==> config.mk <==
export PLATFORM = sky130hd
export DESIGN_NAME = hdlc_txbuf
export DESIGN_NICKNAME = d
export VERILOG_FILES = /design/src/rtl/txbuf_pkg.sv /design/src/rtl/txbuf_store.sv /design/src/rtl/txbuf_wr.sv /design/src/rtl/txbuf_rd.sv /design/src/rtl/txbuf_irq.sv /design/src/rtl/hdlc_txbuf.sv
export SDC_FILE = /design/constraint.sdc
export NUM_CORES = 1
export LEC_CHECK = 0
export BUFFER_PORTS_ARGS = -buffer_cell sky130_fd_sc_hd__clkbuf_2
export CORE_UTILIZATION = 65
export CTS_BUF_LIST = sky130_fd_sc_hd__clkbuf_2
export CTS_CLUSTER_DIAMETER = 30
export DETAILED_ROUTE_END_ITERATION = 6
export GPL_ROUTABILITY_DRIVEN = 0
export PLACE_DENSITY = 0.82
export SETUP_SLACK_MARGIN = 0.15
export SLEW_MARGIN = 40
export SYNTH_ARGS = -nofsm -noshare
export SYNTH_HDL_FRONTEND = slang
export SYNTH_SLANG_ARGS = --single-unit
==> constraint.sdc <==
create_clock -name clk -period 4.5 [get_ports clk]
set_input_delay 0.9 -clock clk [delete_from_list [all_inputs] [get_ports clk]]
set_output_delay 0.9 -clock clk [all_outputs]
set_load 0.02 [all_outputs]
==> src/rtl/txbuf_pkg.sv <==
package txbuf_pkg;
  localparam int BYTE_W = 8;
  typedef logic [BYTE_W-1:0] byte_t;

  function automatic int cnt_width(input int max_val);
    return $clog2(max_val + 1);
  endfunction
endpackage

==> src/rtl/txbuf_store.sv <==
module txbuf_store
  import txbuf_pkg::*;
#(
  parameter int DEPTH = 64,
  localparam int AW = $clog2(DEPTH)
) (
  input  logic          clk,
  input  logic          we,
  input  logic [AW-1:0] waddr,
  input  byte_t         wdata,
  input  logic          wlast,
  input  logic          mark,
  input  logic [AW-1:0] maddr,
  input  logic [AW-1:0] raddr,
  output byte_t         rdata,
  output logic          rlast
);
  byte_t mem_d [DEPTH];
  logic  mem_l [DEPTH];

  always_ff @(posedge clk) begin
    if (we) begin
      mem_d[waddr] <= wdata;
      mem_l[waddr] <= wlast;
    end
    if (mark) mem_l[maddr] <= 1'b1;
  end

  assign rdata = mem_d[raddr];
  assign rlast = mem_l[raddr];
endmodule

==> src/rtl/txbuf_wr.sv <==
module txbuf_wr
  import txbuf_pkg::*;
#(
  parameter int DEPTH = 64,
  parameter int BLK_S = 16,
  parameter int BLK_L = 32,
  localparam int AW = $clog2(DEPTH),
  localparam int PW = AW + 1,
  localparam int CW = cnt_width(BLK_L)
) (
  input  logic          clk,
  input  logic          rst_n,
  input  logic          host_valid,
  input  byte_t         host_data,
  input  logic          cmd_send,
  input  logic          cmd_end,
  input  logic          cmd_reset,
  input  logic          cfg_long_blk,
  input  logic          locked,
  input  logic          flush,
  input  logic [PW-1:0] anchor,
  output logic [PW-1:0] wr_ptr,
  output logic [PW-1:0] cm_ptr,
  output logic [CW-1:0] blk_act,
  output logic          st_ovf,
  output logic          cmd_ok,
  output logic          mem_we,
  output logic [AW-1:0] mem_waddr,
  output byte_t         mem_wdata,
  output logic          mem_wlast,
  output logic          mem_mark,
  output logic [AW-1:0] mem_maddr
);
  logic [CW-1:0] wcnt;
  logic [PW-1:0] occ;
  logic          full, wr_try, wr_over, wr_acc, rel_cmd;
  logic [CW-1:0] blk_sel;

  assign occ     = wr_ptr - anchor;
  assign full    = (occ == PW'(DEPTH));
  assign wr_try  = host_valid && !locked && !st_ovf;
  assign wr_over = wr_try && ((wcnt == blk_act) || full);
  assign wr_acc  = wr_try && !wr_over;
  assign rel_cmd = (cmd_send || cmd_end) && !locked;
  assign blk_sel = cfg_long_blk ? CW'(BLK_L) : CW'(BLK_S);
  assign cmd_ok  = rel_cmd || cmd_reset;

  assign mem_we    = wr_acc && !flush;
  assign mem_waddr = wr_ptr[AW-1:0];
  assign mem_wdata = host_data;
  assign mem_wlast = rel_cmd && cmd_end;
  assign mem_mark  = rel_cmd && cmd_end && !wr_acc && (wr_ptr != cm_ptr) && !flush;
  assign mem_maddr = AW'(wr_ptr - PW'(1));

  always_ff @(posedge clk or negedge rst_n) begin
    if (!rst_n) begin
      wr_ptr  <= '0;
      cm_ptr  <= '0;
      wcnt    <= '0;
      st_ovf  <= 1'b0;
      blk_act <= CW'(BLK_S);
    end else if (flush) begin
      wr_ptr <= '0;
      cm_ptr <= '0;
      wcnt   <= '0;
      if (cmd_reset) begin
        st_ovf  <= 1'b0;
        blk_act <= blk_sel;
      end
    end else begin
      if (wr_acc) begin
        wr_ptr <= wr_ptr + PW'(1);
        wcnt   <= wcnt + CW'(1);
      end
      if (wr_over) st_ovf <= 1'b1;
      if (rel_cmd) begin
        cm_ptr  <= wr_ptr + PW'(wr_acc);
        wcnt    <= '0;
        blk_act <= blk_sel;
      end
    end
  end

  // a locked write leaves the write pointer alone
  p_lock_write_r9: assert property (@(posedge clk) disable iff (!rst_n)
    (locked && !cmd_reset) |=> $stable(wr_ptr));
  // overflow is sticky until the reset command
  p_ovf_sticky_r3: assert property (@(posedge clk) disable iff (!rst_n)
    (st_ovf && !cmd_reset) |=> st_ovf);
  // never more bytes per block than the active size
  p_wcnt_bound_r3: assert property (@(posedge clk) disable iff (!rst_n)
    wcnt <= blk_act);
  // only the two legal sizes
  p_blk_legal_r4: assert property (@(posedge clk) disable iff (!rst_n)
    (blk_act == CW'(BLK_S)) || (blk_act == CW'(BLK_L)));
  // occupancy never exceeds the store
  p_occ_bound_r1: assert property (@(posedge clk) disable iff (!rst_n)
    occ <= PW'(DEPTH));
endmodule

==> src/rtl/txbuf_rd.sv <==
module txbuf_rd
  import txbuf_pkg::*;
#(
  parameter int DEPTH = 64,
  parameter int BLK_L = 32,
  localparam int AW = $clog2(DEPTH),
  localparam int PW = AW + 1,
  localparam int CW = cnt_width(BLK_L)
) (
  input  logic          clk,
  input  logic          rst_n,
  input  logic          flush,
  input  logic          locked,
  input  logic [PW-1:0] cm_ptr,
  input  logic [CW-1:0] blk_act,
  input  logic          tx_ready,
  input  logic          chan_lost,
  input  logic          byte_last,
  output logic [PW-1:0] rd_ptr,
  output logic [PW-1:0] anchor,
  output logic          tx_valid,
  output logic          xdu_evt,
  output logic          xmr_evt
);
  logic [CW-1:0] sent;
  logic          in_frame, pop, retry, have_data;
  logic [CW-1:0] sent_nx;

  assign have_data = (rd_ptr != cm_ptr);
  assign in_frame  = (sent != '0);
  assign tx_valid  = have_data && !chan_lost && !locked;
  assign pop       = tx_valid && tx_ready;
  assign xdu_evt   = !locked && in_frame && tx_ready && !have_data && !chan_lost;
  assign xmr_evt   = !locked && chan_lost && in_frame && (sent >= blk_act);
  assign retry     = !locked && chan_lost && in_frame && (sent < blk_act);
  assign sent_nx   = sent + CW'(1);

  always_ff @(posedge clk or negedge rst_n) begin
    if (!rst_n) begin
      rd_ptr <= '0;
      anchor <= '0;
      sent   <= '0;
    end else if (flush) begin
      rd_ptr <= '0;
      anchor <= '0;
      sent   <= '0;
    end else if (retry) begin
      rd_ptr <= anchor;
      sent   <= '0;
    end else if (pop) begin
      rd_ptr <= rd_ptr + PW'(1);
      if (byte_last) begin
        anchor <= rd_ptr + PW'(1);
        sent   <= '0;
      end else if (sent_nx >= blk_act) begin
        anchor <= rd_ptr + PW'(1);
        sent   <= blk_act;
      end else begin
        sent <= sent_nx;
      end
    end
  end

  // the replay anchor never trails the output by more than one block
  p_anchor_near_r7: assert property (@(posedge clk) disable iff (!rst_n)
    (rd_ptr - anchor) <= PW'(blk_act));
  // a repeat event and a replay never coincide
  p_repeat_or_retry_r8: assert property (@(posedge clk) disable iff (!rst_n)
    !(xmr_evt && retry));
endmodule

==> src/rtl/txbuf_irq.sv <==
module txbuf_irq (
  input  logic clk,
  input  logic rst_n,
  input  logic xdu_evt,
  input  logic xmr_evt,
  input  logic arm_evt,
  input  logic room_ok,
  input  logic stat_read,
  output logic ev_pool_ready,
  output logic ev_underrun,
  output logic ev_repeat,
  output logic locked
);
  logic armed;

  assign locked = ev_underrun || ev_repeat;

  always_ff @(posedge clk or negedge rst_n) begin
    if (!rst_n) begin
      armed         <= 1'b1;
      ev_pool_ready <= 1'b0;
      ev_underrun   <= 1'b0;
      ev_repeat     <= 1'b0;
    end else begin
      if (stat_read) begin
        ev_pool_ready <= 1'b0;
        ev_underrun   <= 1'b0;
        ev_repeat     <= 1'b0;
      end
      if (xdu_evt) ev_underrun <= 1'b1;
      if (xmr_evt) ev_repeat <= 1'b1;
      if (arm_evt) armed <= 1'b1;
      else if (armed && room_ok && !locked) begin
        armed         <= 1'b0;
        ev_pool_ready <= 1'b1;
      end
    end
  end

  // the lock persists until a status read
  p_lock_hold_r9: assert property (@(posedge clk) disable iff (!rst_n)
    (locked && !stat_read) |=> locked);
  // pool-ready only rises with room and no lock
  p_pool_room_r10: assert property (@(posedge clk) disable iff (!rst_n)
    $rose(ev_pool_ready) |-> ($past(room_ok) && !$past(locked)));
endmodule

==> src/rtl/hdlc_txbuf.sv <==
module hdlc_txbuf
  import txbuf_pkg::*;
#(
  parameter int DEPTH = 64,
  parameter int BLK_S = 16,
  parameter int BLK_L = 32,
  localparam int AW = $clog2(DEPTH),
  localparam int PW = AW + 1,
  localparam int CW = cnt_width(BLK_L)
) (
  input  logic       clk,
  input  logic       rst_n,
  input  logic       host_valid,
  input  logic [7:0] host_data,
  output logic       host_ready,
  input  logic       cmd_send,
  input  logic       cmd_end,
  input  logic       cmd_reset,
  input  logic       cfg_long_blk,
  input  logic       stat_read,
  input  logic       chan_lost,
  output logic       tx_valid,
  input  logic       tx_ready,
  output logic [7:0] tx_data,
  output logic       tx_last,
  output logic       ev_pool_ready,
  output logic       ev_underrun,
  output logic       ev_repeat,
  output logic       st_overflow
);
  logic [PW-1:0] wr_ptr, cm_ptr, rd_ptr, anchor, free_sp;
  logic [CW-1:0] blk_act;
  logic          locked, flush, cmd_ok, xdu_evt, xmr_evt, room_ok;
  logic          m_we, m_wlast, m_mark;
  logic [AW-1:0] m_waddr, m_maddr;
  byte_t         m_wdata;

  assign host_ready = 1'b1;
  assign flush      = xdu_evt || xmr_evt || cmd_reset;
  assign free_sp    = PW'(DEPTH) - (wr_ptr - anchor);
  assign room_ok    = free_sp >= PW'(blk_act);

  txbuf_wr #(.DEPTH(DEPTH), .BLK_S(BLK_S), .BLK_L(BLK_L)) u_wr (
    .clk, .rst_n, .host_valid, .host_data, .cmd_send, .cmd_end, .cmd_reset,
    .cfg_long_blk, .locked, .flush, .anchor, .wr_ptr, .cm_ptr, .blk_act,
    .st_ovf(st_overflow), .cmd_ok, .mem_we(m_we), .mem_waddr(m_waddr),
    .mem_wdata(m_wdata), .mem_wlast(m_wlast), .mem_mark(m_mark),
    .mem_maddr(m_maddr)
  );

  txbuf_store #(.DEPTH(DEPTH)) u_store (
    .clk, .we(m_we), .waddr(m_waddr), .wdata(m_wdata), .wlast(m_wlast),
    .mark(m_mark), .maddr(m_maddr), .raddr(rd_ptr[AW-1:0]),
    .rdata(tx_data), .rlast(tx_last)
  );

  txbuf_rd #(.DEPTH(DEPTH), .BLK_L(BLK_L)) u_rd (
    .clk, .rst_n, .flush, .locked, .cm_ptr, .blk_act, .tx_ready, .chan_lost,
    .byte_last(tx_last), .rd_ptr, .anchor, .tx_valid, .xdu_evt, .xmr_evt
  );

  txbuf_irq u_irq (
    .clk, .rst_n, .xdu_evt, .xmr_evt, .arm_evt(cmd_ok || flush), .room_ok,
    .stat_read, .ev_pool_ready, .ev_underrun, .ev_repeat, .locked
  );

  // an underrun leaves nothing for the transmitter
  p_underrun_empty_r6: assert property (@(posedge clk) disable iff (!rst_n)
    $rose(ev_underrun) |-> !tx_valid);
  // after the reset command the store is empty
  p_reset_empty_r5: assert property (@(posedge clk) disable iff (!rst_n)
    cmd_reset |=> !tx_valid);
  // the output pointer never passes the committed pointer
  p_rd_behind_cm_r1: assert property (@(posedge clk) disable iff (!rst_n)
    (cm_ptr - rd_ptr) <= PW'(DEPTH));
endmodule

==> results by group, run 1 <==
Placement
  – Dpl ws: 0.237 ns
  – HPWL Detailed: roughly 37000 um
  – IO buf count: 31
  – Placement-stage cell area: 27100 um^2

Layout
  – Commonest non-fill, non-tap cell in the layout: edfxtp_1
  – Nets: ~1.7k
  – Most frequent cells in the layout: 576 x edfxtp_1, 233 x clkbuf_2, 189 x mux4_2
  – Layout fillers: 2201
  – Fin area: 29600 um^2
  – Area growth syn-to-layout: 13.2%
  – Share of layout cells above drive strength 1: 35.9%

Yosys
  – Cell taking the most area after synthesis: edfxtp_1
  – Yosys top cell area share: 66.2%
  – Mapped Nets: 1459
  – Sequential share of the synthesized area: roughly 70%
  – Yosys cell types: 64
  – Syn_area_per_cell: 18.4 um^2
  – Cell area after synthesis: 26100 um^2
  – Synth top area cells: edfxtp_1 66%, mux4_2 16%, dfrtp_1 4.3%
  – Main synth FF type: edfxtp_1
  – Cells after synthesis: roughly 1.4k
  – Warnings, synthesis: 0
  – Fraction of registers with async set/reset: between 7 and 8%
  – Flops & latches, synth: 623
  – Number of flops mapped to enable cells by yosys: 576

Timing
  – FMAX: approximately 210 MHz
  – Fin. max-slew vios: 0
  – Final worst setup slack: -0.305 ns
  – Final worst path period share: 107%
  – Slew @ Worst Pin: 0.934 ns
  – Post-layout minimum cycle time: 4.80 ns
  – RSZ-0062 raised after global routing: true
  – Setup violators final: 9
  – Final clock skew: about 0.084 ns
  – Slew HR: 37.5%
  – Hold Violations, Final: 0

Global routing
  – Largest net degree at the start of global routing: 68
  – Initial antenna violation count: 3
  – Vias in the first global route: 15.2k
  – First-pass GRT wire length: a little over 90000 um
  – GRT Util Overall: 31.5%
  – GR Overflow Total: 0

Clock tree
  – Clock transition at path regs: around 0.12 ns
  – CTS tree: built
  – Clk buf depth: 3
  – H-tree levels: 4
  – CTS Sinks: 623
  – Root buffer cell: clkbuf_2
  – Cts bufs inserted: 153
  – Worst-skew pair later-pin latency: 1.19 ns

Floorplanning
  – I/O pin cnt: 33
  – DIE HEIGHT: 202 um
  – Die area: 41000 um^2
  – Initial Util: 65.9%
  – Die X: roughly 200 um
  – Num rows: 73
  – Core area: slightly below 40000 um^2

Critical path
  – Setup crit start kind: flip-flop
  – Kind of critical path: flip-flop to output port
  – CP Launch Point: u_rd.rd_ptr[0]
  – Critical Path RT: 3.60 ns
  – Worst setup EP type: output port
  – CP arrival: 3.90 ns
  – Crit path max fanout: 6
  – R2r startpoint: u_wr.wr_ptr[0]
  – R2r setup slk: 0.32 ns

Route
  – DR iter-0 viols: about 2.0k
  – Vias: 15.5k
  – Post-route ant nets: 0
  – Routed len/inst: 29.3 um
  – Drt pass-1 iters: 6
  – Drt drc: 0
  – Vias/cell: 6.83
  – WL final: ~67000 um

Job
  – Max cap viols: 0

Worst hold path
  – Hold Crit Start: host_data[7]
  – Hold Crit Class: input pin to flip-flop

Pwr
  – Static Leak: 9.80 nW
  – Worst IR Drop VDD: about 0.44 mV
  – Cell Pwr Density: 525 nW/um^2
  – Tot Pwr: between 15 and 20 mW

Outcome
  – Violated checks: setup timing
  – Status: complete, but fails checks
## registers in the layout, summed over array words and instances, names as in the netlist
register             count
u_store.mem_d          512
u_store.mem_l           64
u_rd.anchor              7
u_rd.rd_ptr              7
u_wr.cm_ptr              7
u_wr.wr_ptr              7
u_rd.sent                6
u_wr.wcnt                6
u_wr.blk_act             2
u_irq.armed              1
u_irq.ev_pool_ready      1
u_irq.ev_repeat          1
u_irq.ev_underrun        1
u_wr.st_ovf              1
## routing by layer
metal  global-route usage (%)  wire, um
met3                     7.55      7450
met2                     50.1     33400
met4                     15.7      2940
met1                     41.3     22800
met5                        0         0
## metrics by stage
stage,hold WS (ns),cells,utilization [%],setup TNS [ns]
5_1_grt,0.0131,2268,74.6,-3.71
2_1_floorplan,0.466,1419,-,0
3_5_place_dp,0.492,1948,68.4,0
6_report,0.167,2268,74.6,-2.54
4_1_cts,0.0577,2235,72.9,-2.89
3_3_place_gp,0.462,1948,68.3,0
## cells by family (layout without fill, tap and decap cells)
logic type | Yosys count | count (layout) | synth area share [%]
flip-flops | 623 | 623 | 70.7
AND/OR/NAND/NOR | 308 | 308 | 5.48
multiplexers | 199 | 199 | 16.7
AO/OA/AOI/OAI | 116 | 116 | 2.83
buffers and inverters | 102 | 423 | 1.54
XOR/XNOR | 48 | 48 | 1.61
adder cells (fa/ha/maj) | 22 | 22 | 1.08
other | 1 | 4 | 0.0144
## cells in the mapped netlist, types with 19 or more instances
master	instances
nor2_1	146
a21oi_1	42
buf_1	23
ha_1	21
inv_1	25
o21ai_0	19
mux4_2	189
edfxtp_1	576
nor4_1	21
dfrtp_1	45
nand2_1	54
xnor2_1	27
xor2_1	21
clkbuf_1	47
## worst max-delay path, cell delays in order, from the launching register on
cell     delay [ns]
dfrtp_4        0.53
buf_12         0.17
buf_12         0.12
buf_16         0.14
buf_12         0.14
mux4_2         0.47
mux4_2         0.48
mux4_2         0.52
buf_8          0.16
## power by group
part | switching, mW | internal (mW)
clock network | 2.34 | 1.58
registers | 0.107 | 6.47
logic | 2.79 | 2.26
total | 5.23 | 10.3
## final timing paths
kind | endpoint | cells past startpoint
min in group asynchronous | u_wr.wcnt[2] | 2
setup / recovery | tx_last | 8
setup reg to reg | u_store.mem_l[16] | 13
max in group asynchronous | u_rd.anchor[5] | 3
hold reg to reg | u_irq.armed | 2
hold / removal | u_store.mem_d[30][7] | 1
## final cells by class
cell class / count / area [um^2] / area share, %
antenna: 3 / 7.51 / 0.0254
tap: 525 / 657 / 2.22
multi-input combinational: 694 / 7440 / 25.2
sequential: 623 / 18500 / 62.5
clock buffer: 213 / 1070 / 3.60
timing repair buffer: 126 / 1440 / 4.86
inverter: 28 / 105 / 0.355
clock inverter: 56 / 374 / 1.27
## what timing repair did
item | CTS | global route
hold endpoints to repair | 24 | 0
pin swaps | 0 | 4
hold buffers | 5 | 0
gates cloned | 5 | 8
buffers inserted | 8 | 22
setup endpoints to repair | 9 | 154
resized for setup | 13 | 60
Note: power is estimated with default switching activity, not from simulation.
==> run 2, diff against run 1 <==
--- a/config.mk
+++ b/config.mk
@@ -11,7 +11,7 @@
 export CTS_CLUSTER_DIAMETER = 30
 export DETAILED_ROUTE_END_ITERATION = 6
 export GPL_ROUTABILITY_DRIVEN = 0
-export PLACE_DENSITY = 0.82
+export PLACE_DENSITY_LB_ADDON = 0.15
 export SETUP_SLACK_MARGIN = 0.15
 export SLEW_MARGIN = 40
 export SYNTH_ARGS = -nofsm -noshare
==> run 2 against run 1 <==
  * The flow still finishes with violations (setup timing)
  * Clock power decreased by 3%
  * Combinational power decreased by 6.2%
  * Hold slack gained 0.038 ns
  * Final cell count down 0.26%
  * Sequential cell count unchanged
  * Clock skew is 0.0041 ns higher
  * Global-route usage down 1.9 points
  * Routed wire length is 12% lower
  * Register-to-register slack barely moved
  * Sequential share of layout area up 0.67 points
  * Via count decreased by 6.0%
  * Critical endpoint is now tx_data[5]
==> results by group, run 2 (synthesis gave the netlist of run 1 again) <==
Critical path
  – Setup crit start kind: flip-flop (unchanged)
  – R2r startpoint: u_wr.wr_ptr[0] (unchanged)
  – R2r setup slk: 0.32 ns (about the same)
  – R2r endpoint: u_store.mem_l[32] (was u_store.mem_l[16])
  – CP arrival: 3.88 ns (was 3.90 ns)
  – Worst setup EP type: output port (unchanged)
  – Worst r2r path cells: 13 (unchanged)
  – Critical Path RT: 3.60 ns (about the same)
  – CP endpoint: tx_data[5] (was tx_last)
  – CP Launch Point: u_rd.rd_ptr[0] (unchanged)
  – Crit path max fanout: 7 (was 6)
  – Kind of critical path: flip-flop to output port (unchanged)

Layout
  – Fin area: 29300 um^2 (was 29600 um^2)
  – Commonest non-fill, non-tap cell in the layout: edfxtp_1 (unchanged)
  – Layout Cells excl Fill: 2262 (was 2268)
  – Area growth syn-to-layout: 12.1% (was 13.2%)
  – Largest regs: u_store.mem_d: 512 flops, u_store.mem_l: 64 flops (unchanged)
  – Nets: 1665 (was 1666)
  – Share of layout cells above drive strength 1: 33.7% (was 35.9%)
  – Largest register FFs: 512 (unchanged)
  – Most frequent cells in the layout: 576 x edfxtp_1, 248 x clkbuf_2, 189 x mux4_2 (was 576 x edfxtp_1, 233 x clkbuf_2, 189 x mux4_2)
  – Largest Register: u_store.mem_d (unchanged)

Placement
  – Placement-stage cell area: 27200 um^2 (was 27100 um^2)
  – Placed insts: 1957 (was 1948)
  – HPWL Detailed: 35800 um (was 37000 um)
  – IO buf count: 31 (unchanged)
  – Dpl ws: 0.427 ns (was 0.237 ns)

Floorplanning
  – DIE HEIGHT: 202 um (unchanged)
  – I/O pin cnt: 33 (unchanged)
  – Die X: 202 um (unchanged)
  – Core area: 39600 um^2 (unchanged)
  – Initial Util: 65.9% (unchanged)
  – Die area: 41000 um^2 (unchanged)
  – Num rows: 73 (unchanged)

Outcome
  – Status: complete, but fails checks (unchanged)
  – Violated checks: setup timing (unchanged)

Pwr
  – Cell Pwr Density: 517 nW/um^2 (was 525 nW/um^2)
  – Tot Pwr: 15.1 mW (was 15.5 mW)
  – Worst IR Drop VDD: 0.295 mV (was 0.438 mV)
  – Static Leak: 9.70 nW (was 9.80 nW)

Timing
  – Slew HR: 44.3% (was 37.5%)
  – RSZ-0062 raised after global routing: true (unchanged)
  – Slew @ Worst Pin: 0.832 ns (was 0.934 ns)
  – Setup violators final: 9 (unchanged)
  – Hold Violations, Final: 0 (unchanged)
  – FMAX: 209 MHz (was 208 MHz)
  – Final worst path period share: 106% (was 107%)
  – Setup TNS: -2.22 ns (was -2.54 ns)
  – Fin. max-slew vios: 0 (unchanged)
  – Final worst setup slack: -0.281 ns (was -0.305 ns)
  – Post-layout minimum cycle time: 4.78 ns (was 4.80 ns)
  – Final clock skew: 0.0877 ns (was 0.0836 ns)

Route
  – WL final: 58400 um (was 66500 um)
  – Vias/cell: 6.44 (was 6.83)
  – Drt pass-1 iters: 5 (was 6)
  – Post-route ant nets: 0 (unchanged)
  – Routed len/inst: 25.8 um (was 29.3 um)
  – Drt drc: 0 (unchanged)
  – Vias: 14.6k (was 15.5k)
  – DR iter-0 viols: 1637 (was 2047)

Clock tree
  – Cts bufs inserted: 158 (was 153)
  – CTS tree: built (unchanged)
  – H-tree levels: 4 (unchanged)
  – Clock transition at path regs: 0.10 ns (was 0.12 ns)
  – Worst-skew pair later-pin latency: 1.17 ns (was 1.19 ns)
  – Root buffer cell: clkbuf_2 (unchanged)
  – Clk buf depth: 3 (unchanged)
  – CTS Sinks: 623 (unchanged)

Job
  – Max cap viols: 0 (unchanged)

Worst hold path
  – Hold Crit Class: input pin to flip-flop (unchanged)

Global routing
  – GR Overflow Total: 0 (unchanged)
  – Initial antenna violation count: 2 (was 3)
  – GRT Util Overall: 29.6% (was 31.5%)
  – First-pass GRT wire length: 87600 um (was 92200 um)
  – Vias in the first global route: 14.7k (was 15.2k)
  – Largest net degree at the start of global routing: 65 (was 68)
==> run 2: cell count changes in the layout (fill, tap and decap cells not counted), sizes merged <==
| cell | change |
|---|---|
| buf | -4 |
| clkbuf | +10 |
| clkinv | -12 |
| diode | -1 |
| dlygate4sd3 | +2 |
| bufbuf | +1 |
| bufinv | -1 |
| inv | -1 |
==> run 2: area by class of cell <==
type | instances | area [um^2]
clock inverters | 42 | 288
repair buffers | 120 | 1290
fillers | 2357 | 10400
inverters | 28 | 105
clock buffers | 228 | 1140
diodes | 2 | 5.00
flip-flops and latches | 623 | 18500
well taps | 525 | 657
multi-input cells | 694 | 7290
==> run 2: how the worst min path moves through the flow <==
| stage | from | end | cells past startpoint |
|---|---|---|---|
| after floorplan | u_rd.anchor[2] | u_rd.anchor[2] | 2 |
| after global placement | u_irq.ev_pool_ready | u_irq.ev_pool_ready | 1 |
| after detailed placement | u_irq.armed | u_irq.armed | 2 |
| after CTS | chan_lost | u_irq.ev_repeat | 4 |
| after global routing | chan_lost | u_irq.ev_repeat | 4 |
| final | chan_lost | u_irq.ev_repeat | 4 |
==> run 2: what timing repair did <==
| item | 4_1_cts | 5_1_grt |
|---|---|---|
| endpoints found under the hold margin | 50 | 0 |
| endpoints found under the setup margin | 9 | 15 |
| gates resized for setup | 30 | 23 |
| hold buffers | 7 | 0 |
| setup buffers | 19 | 0 |
| gates cloned | 6 | 1 |
| pin swaps | 0 | 1 |
==> run 2: through the flow <==
step / hold slack [ns] / utilization [%]
6_report: 0.205 / 73.8
5_1_grt: 0.134 / 73.8
4_1_cts: 0.111 / 73.6
3_5_place_dp: 0.493 / 68.6
3_3_place_gp: 0.467 / 68.5
2_1_floorplan: 0.466 / -
==> run 2: where the power goes <==
group          leakage [nW]  internal (mW)  total [mW]  switching (mW)
sequential             5.81           6.47        6.58           0.112
clock                  1.08           1.58        3.81            2.23
combinational          2.80           2.18        4.73            2.55
total                  9.70           10.2        15.1            4.90
==> run 2: critical path, cell delays in order, from the launching register on <==
cell     delay [ns]
dfrtp_4        0.49
buf_12         0.14
buf_12         0.14
buf_16         0.15
mux4_2         0.55
mux4_2         0.57
mux4_2         0.54
buf_8          0.16
==> run 2: per-layer routing <==
layer	GRT usage, %	wire (um)	vias up	part of all wire (%)
met1	41.1	23100	7434	40
met3	6.76	4840	111	8.3
met5	0	13	-	0.022
met2	47.0	28900	765	49
met4	10.6	1560	2	2.7
li1	-	-	6247	-
